<file path="src/rtl/irqvc_pkg.sv">
package irqvc_pkg;
  localparam int NUM_SRC  = 6;
  localparam int NUM_PINS = 3;
  localparam int IDX_W    = $clog2(NUM_SRC);
  localparam int VEC_W    = IDX_W + 1;
  localparam int PRIO_W   = 3;
  localparam int DATA_W   = 8;
  localparam int ADDR_W   = 2;

  localparam logic [ADDR_W-1:0] ADDR_REQ  = 2'd0;
  localparam logic [ADDR_W-1:0] ADDR_MASK = 2'd1;
  localparam logic [ADDR_W-1:0] ADDR_PRIO = 2'd2;

  // strobes from control to datapath
  typedef struct packed {
    logic [NUM_SRC-1:0] clrReq;
    logic               clrGlobal;
  } ctrl_strobe_t;
endpackage

</file>
<file path="src/rtl/irqvc_datapath.sv">
module irqvc_datapath
  import irqvc_pkg::*;
#(
  parameter int SYNC_STAGES = 2
) (
  input  logic                clk,
  input  logic                rstN,
  input  logic                pinA,
  input  logic                pinB,
  input  logic                pinC,
  input  logic                tmr0Pulse,
  input  logic                tmr1Pulse,
  input  logic                regWrEn,
  input  logic [ADDR_W-1:0]   regAddr,
  input  logic [DATA_W-1:0]   regWrData,
  input  ctrl_strobe_t        strobes,
  output logic [NUM_SRC-1:0]  reqQ,
  output logic [NUM_SRC-1:0]  enQ,
  output logic                globalEnQ,
  output logic [PRIO_W-1:0]   prioQ,
  output logic [NUM_SRC-1:0]  evtVec,
  output logic [DATA_W-1:0]   regRdData
);

  logic [NUM_PINS-1:0] pinVec;
  logic [SYNC_STAGES-1:0][NUM_PINS-1:0] syncQ;
  logic [NUM_PINS-1:0] syncOut;
  logic [NUM_PINS-1:0] prevQ;
  logic [NUM_PINS-1:0] fallEvt;
  logic [NUM_PINS-1:0] riseEvt;

  assign pinVec = {pinC, pinB, pinA};

  // synchronizer chain, idle-high reset so a quiet pin raises nothing
  genvar s;
  generate
    for (s = 0; s < SYNC_STAGES; s++) begin : gSync
      if (s == 0) begin : gFirst
        always_ff @(posedge clk) begin
          if (!rstN) syncQ[s] <= '1;
          else       syncQ[s] <= pinVec;
        end
      end else begin : gRest
        always_ff @(posedge clk) begin
          if (!rstN) syncQ[s] <= '1;
          else       syncQ[s] <= syncQ[s-1];
        end
      end
    end
  endgenerate

  assign syncOut = syncQ[SYNC_STAGES-1];

  always_ff @(posedge clk) begin
    if (!rstN) prevQ <= '1;
    else       prevQ <= syncOut;
  end

  assign fallEvt = prevQ & ~syncOut;
  assign riseEvt = ~prevQ & syncOut;

  // source to request-bit mapping
  assign evtVec = {tmr1Pulse, tmr0Pulse, riseEvt[0], fallEvt[2], fallEvt[1], fallEvt[0]};

  logic wrReq, wrMask, wrPrio;
  logic [NUM_SRC-1:0] swKeep;

  assign wrReq  = regWrEn && (regAddr == ADDR_REQ);
  assign wrMask = regWrEn && (regAddr == ADDR_MASK);
  assign wrPrio = regWrEn && (regAddr == ADDR_PRIO);
  assign swKeep = wrReq ? regWrData[NUM_SRC-1:0] : '1;

  // new events win over any clear in the same cycle
  always_ff @(posedge clk) begin
    if (!rstN) reqQ <= '0;
    else       reqQ <= (reqQ & swKeep & ~strobes.clrReq) | evtVec;
  end

  always_ff @(posedge clk) begin
    if (!rstN) begin
      enQ       <= '0;
      globalEnQ <= 1'b0;
    end else begin
      if (wrMask) enQ <= regWrData[NUM_SRC-1:0];
      if (strobes.clrGlobal) globalEnQ <= 1'b0;
      else if (wrMask)       globalEnQ <= regWrData[DATA_W-1];
    end
  end

  always_ff @(posedge clk) begin
    if (!rstN)      prioQ <= '0;
    else if (wrPrio) prioQ <= regWrData[PRIO_W-1:0];
  end

  always_comb begin
    regRdData = '0;
    case (regAddr)
      ADDR_REQ:  regRdData[NUM_SRC-1:0] = reqQ;
      ADDR_MASK: begin
        regRdData[NUM_SRC-1:0] = enQ;
        regRdData[DATA_W-1]    = globalEnQ;
      end
      ADDR_PRIO: regRdData[PRIO_W-1:0] = prioQ;
      default:   regRdData = '0;
    endcase
  end

endmodule

</file>
<file path="src/rtl/irqvc_control.sv">
module irqvc_control
  import irqvc_pkg::*;
(
  input  logic [NUM_SRC-1:0] reqQ,
  input  logic [NUM_SRC-1:0] enQ,
  input  logic               globalEnQ,
  input  logic [PRIO_W-1:0]  prioQ,
  input  logic               grant,
  output logic               irqPending,
  output logic [VEC_W-1:0]   vectorAddr,
  output ctrl_strobe_t       strobes
);

  logic [NUM_SRC-1:0] armed;
  logic [IDX_W-1:0]   winIdx;
  logic               found;
  int unsigned        startIdx;
  int unsigned        scanIdx;

  assign armed = reqQ & enQ & {NUM_SRC{globalEnQ}};

  // rotated scan starting at the programmed source
  always_comb begin
    startIdx = (int'(prioQ) < NUM_SRC) ? int'(prioQ) : 0;
    found    = 1'b0;
    winIdx   = '0;
    scanIdx  = 0;
    for (int i = 0; i < NUM_SRC; i++) begin
      scanIdx = (startIdx + i) % NUM_SRC;
      if (!found && armed[scanIdx]) begin
        found  = 1'b1;
        winIdx = IDX_W'(scanIdx);
      end
    end
  end

  assign irqPending = found;
  assign vectorAddr = found ? {winIdx, 1'b0} : '0;

  logic takeIt;
  assign takeIt = grant && found;

  genvar g;
  generate
    for (g = 0; g < NUM_SRC; g++) begin : gClr
      assign strobes.clrReq[g] = takeIt && (winIdx == IDX_W'(g));
    end
  endgenerate

  assign strobes.clrGlobal = takeIt;

endmodule

</file>
<file path="src/rtl/irqvc_top.sv">
module irqvc_top
  import irqvc_pkg::*;
#(
  parameter int SYNC_STAGES = 2
) (
  input  logic              clk,
  input  logic              rstN,
  input  logic              pinA,
  input  logic              pinB,
  input  logic              pinC,
  input  logic              tmr0Pulse,
  input  logic              tmr1Pulse,
  input  logic              regWrEn,
  input  logic [1:0]        regAddr,
  input  logic [7:0]        regWrData,
  output logic [7:0]        regRdData,
  input  logic              grant,
  output logic              irqPending,
  output logic [3:0]        vectorAddr
);

  ctrl_strobe_t       strobes;
  logic [NUM_SRC-1:0] reqQ;
  logic [NUM_SRC-1:0] enQ;
  logic               globalEnQ;
  logic [PRIO_W-1:0]  prioQ;
  logic [NUM_SRC-1:0] evtVec;

  irqvc_datapath #(.SYNC_STAGES(SYNC_STAGES)) dp_i (
    .clk(clk), .rstN(rstN),
    .pinA(pinA), .pinB(pinB), .pinC(pinC),
    .tmr0Pulse(tmr0Pulse), .tmr1Pulse(tmr1Pulse),
    .regWrEn(regWrEn), .regAddr(regAddr), .regWrData(regWrData),
    .strobes(strobes),
    .reqQ(reqQ), .enQ(enQ), .globalEnQ(globalEnQ), .prioQ(prioQ),
    .evtVec(evtVec), .regRdData(regRdData)
  );

  irqvc_control ctl_i (
    .reqQ(reqQ), .enQ(enQ), .globalEnQ(globalEnQ), .prioQ(prioQ),
    .grant(grant),
    .irqPending(irqPending), .vectorAddr(vectorAddr),
    .strobes(strobes)
  );

endmodule

</file>
<file path="config.mk">
export PLATFORM = sky130hd
export DESIGN_NAME = irqvc_top
export DESIGN_NICKNAME = d
export VERILOG_FILES = /design/src/rtl/irqvc_pkg.sv /design/src/rtl/irqvc_datapath.sv /design/src/rtl/irqvc_control.sv /design/src/rtl/irqvc_top.sv
export SDC_FILE = /design/constraint.sdc
export NUM_CORES = 1
export LEC_CHECK = 0
export BUFFER_PORTS_ARGS = -buffer_cell sky130_fd_sc_hd__buf_2
export CORE_ASPECT_RATIO = 0.8
export CORE_MARGIN = 2
export CORE_UTILIZATION = 55
export CTS_CLUSTER_SIZE = 40
export DETAILED_ROUTE_END_ITERATION = 6
export HOLD_SLACK_MARGIN = 0.15
export MAX_ROUTING_LAYER = met4
export PLACE_DENSITY_LB_ADDON = 0.12
export SETUP_SLACK_MARGIN = 0.3
export SYNTH_ARGS = -nofsm -noshare
export SYNTH_HDL_FRONTEND = slang
export SYNTH_HIERARCHICAL = 1
export SYNTH_SLANG_ARGS = --single-unit
</file>
<file path="constraint.sdc">
create_clock -name clk -period 5.85 [get_ports clk]
set_input_delay 0.2925 -clock clk [delete_from_list [all_inputs] [get_ports clk]]
set_output_delay 0.2925 -clock clk [all_outputs]
set_load 0.02 [all_outputs]
</file>
==> results.json <==
{
  "outcome": "finished, final reports clean",
  "grt_pass1_wl_mm": 8.597,
  "syn_to_final_growth_pct": 7.094,
  "regArea_um2": 500.5,
  "start_util_pct": 58.04,
  "required_ns": 5.56,
  "worstSetupStartpointType": "register",
  "skew_ns": 0.003481,
  "num_antenna_cells": 0,
  "cp_top_family": "simple AND/OR/NAND/NOR gates",
  "final_nets": 324,
  "r2r_setup_slack_ns": 1.43,
  "peakVddDrop_mv": 0.1273,
  "drt_wl_total_mm": 5.007,
  "crit_top_cell": "ha_1",
  "ctsHoldBuffers": 0,
  "crit_arrival_ns": 4.21,
  "wl_met3_um": 246,
  "worst_path_max_delay_cell": "or4b_4",
  "timing.fmax_mhz": 222.2,
  "vias": 2039,
  "top_layer_used": "met4",
  "drc_errors": 0,
  "cts_resized": 0,
  "timing.rr.start": "dp_i/prioQ[1]",
  "cp.buffers_inverters": 4,
  "dieArea_um2": 4568,
  "dieWidth_um": 75.07,
  "ant_nets": 0,
  "postPlaceCellArea_um2": 2335,
  "vias_per_cell": 5.826,
  "endpoint_kind": "output port",
  "grt_pass1_vias": 1834,
  "rsz0062_at_grt": "false",
  "tightest_slew_ns": 0.6527,
  "boundaryPins": 32,
  "grt_max_degree": 32,
  "die_h_um": 60.85,
  "worstSetupPathType": "reg -> out",
  "path_depth": 17,
  "clock_path_buffers": 2,
  "min_period_over_period_pct": 76.92,
  "syn-num-nets": 306,
  "worstReg2RegEnd": "dp_i/reqQ[2]",
  "netlist_area_um2": 2222,
  "drt-initial-drc-count": 143,
  "clockPowerShare_pct": 26.2,
  "min_path_type": "in -> reg",
  "power_switching_mw": 0.1166,
  "avgRoutedWirePerCell_um": 14.31,
  "h-tree-depth": 1,
  "crit_path_start": "dp_i/prioQ[1]",
  "p_int_mw": 0.2649,
  "antenna_found_initial": 0,
  "cap_violations": 0,
  "comb_power_share_pct": 25.9,
  "worstSkewPairLatency_ns": 0.26,
  "reg2regPathDepth": 19,
  "numCtsBuffers": 3,
  "port-buffer-count": 28,
  "power-per-cell-area_nw_per_um2": 160.3,
  "cellLeakagePower_nw": 1.024,
  "fill_cells": 367,
  "place_congestion": 0.8900,
  "p_sw_share_pct": 30.57,
  "maxSlewViolCount": 0,
  "stdcell_area_um2": 2380,
  "multi_input_area_um2": 1577,
  "coreArea_um2": 3829,
  "rows": 20,
  "cpPeakStageDelay_ns": 0.54,
  "netlist_instances": 278,
  "cts.sinks": 25,
  "crit_fanout": 11,
  "post-cts-setup-buffer-count": 0,
  "grtUsageTotal_pct": 25.27,
  "drive_gt1_share_pct": 22.03,
  "wl_met2_mm": 2.067,
  "dp_hpwl_mm": 3.857,
  "worstSetupEndpoint": "vectorAddr[2]",
  "hold_viol": 0,
  "setup_viol": 0,
  "path_cells": "ha_1, nand2b_4, inv_2, ha_1, xnor2_1, inv_1, ha_1, nor3b_2, nor3_1, or4b_4, a22oi_2, and4b_4, nand2_1, a21oi_1, o21ai_2, inv_1, buf_2",
  "clkTransAtPathRegs_ns": 0.08,
  "wl_met1_mm": 2.670,
  "finalSetupTns_ns": 0,
  "slew_headroom_pct": 56.49,
  "avgSynthCellArea_um2": 7.993,
  "grt_overflow": 0,
  "cts_tree": "done",
  "finalCriticalPeriod_ns": 4.500,
  "drt-pass1-iter-count": 4,
  "seqPwrFrac_pct": 47.9,
  "synth_warnings": 6,
  "cts-root-buf": "clkbuf_8"
}
layout make-up:
class,count,share of cell area (%)
clock buffers,4,1.893
repair buffers,28,5.889
inverters,13,2.050
multi-input cells,225,66.25
flip-flops and latches,25,21.03
well taps,55,2.892
layer usage:
metal / global-route usage [%] / vias to the layer above
met2: 36.22 / 60
met1: 38.08 / 957
li1: - / 1018
met5: - / -
met3: 4.485 / 4
met4: 2.551 / 0
how the worst min path moves through the flow:
stage | endpoint | cells after the start | from | slack [ns]
after floorplan | dp_i/syncQ[0] | 1 | rstN | 0.37
after global placement | dp_i/syncOut[0] | 1 | dp_i/syncQ[0] | 0.39
after detailed placement | dp_i/syncOut[1] | 1 | dp_i/syncQ[1] | 0.40
after CTS | dp_i/syncQ[0] | 2 | pinA | 0.20
after global routing | dp_i/syncQ[2] | 2 | pinC | 0.20
final | dp_i/syncQ[0] | 2 | pinA | 0.20
flip-flops by register name (all words and copies together) (netlist names):
name	count
dp_i/reqQ	6
dp_i/syncOut	3
dp_i/prioQ	3
dp_i/globalEnQ	1
dp_i/enQ	6
dp_i/prevQ	3
dp_i/syncQ	3
cells in the final DEF (no fill, tap or decap), types with 7 or more instances in the layout:
| master | n |
|---|---|
| mux2i_1 | 13 |
| dfxtp_1 | 25 |
| nor3_2 | 7 |
| nand3_1 | 23 |
| nor2b_1 | 19 |
| o21ai_0 | 17 |
| inv_1 | 10 |
| ha_1 | 9 |
| buf_2 | 28 |
| nand2b_1 | 15 |
| nor2_1 | 17 |
| nand2_1 | 23 |
through the flow:
step / total power [mW] / worst slack [ns] / hold WS (ns) / std cells / util, %
after global routing: 0.4037 / 1.087 / 0.1973 / 350 / 62.16
after floorplan: 0.2614 / 1.967 / 0.3655 / 278 / -
final: 0.3815 / 1.350 / 0.2016 / 350 / 62.16
after global placement: 0.2827 / 1.564 / 0.3877 / 346 / 60.98
after CTS: 0.3822 / 1.359 / 0.1997 / 350 / 62.16
after detailed placement: 0.2842 / 1.497 / 0.3994 / 346 / 60.98
power groups by stage:
| stage | Sequential [mW] | Combinational [mW] | Clock (mW) |
|---|---|---|---|
| final | 0.183 | 0.0987 | 0.100 |
| after global routing | 0.184 | 0.109 | 0.111 |
| after CTS | 0.183 | 0.0980 | 0.101 |
| after detailed placement | 0.187 | 0.0976 | 0 |
| after global placement | 0.187 | 0.0961 | 0 |
| after floorplan | 0.185 | 0.0767 | 0 |
Note: power is estimated with default switching activity, not from simulation.
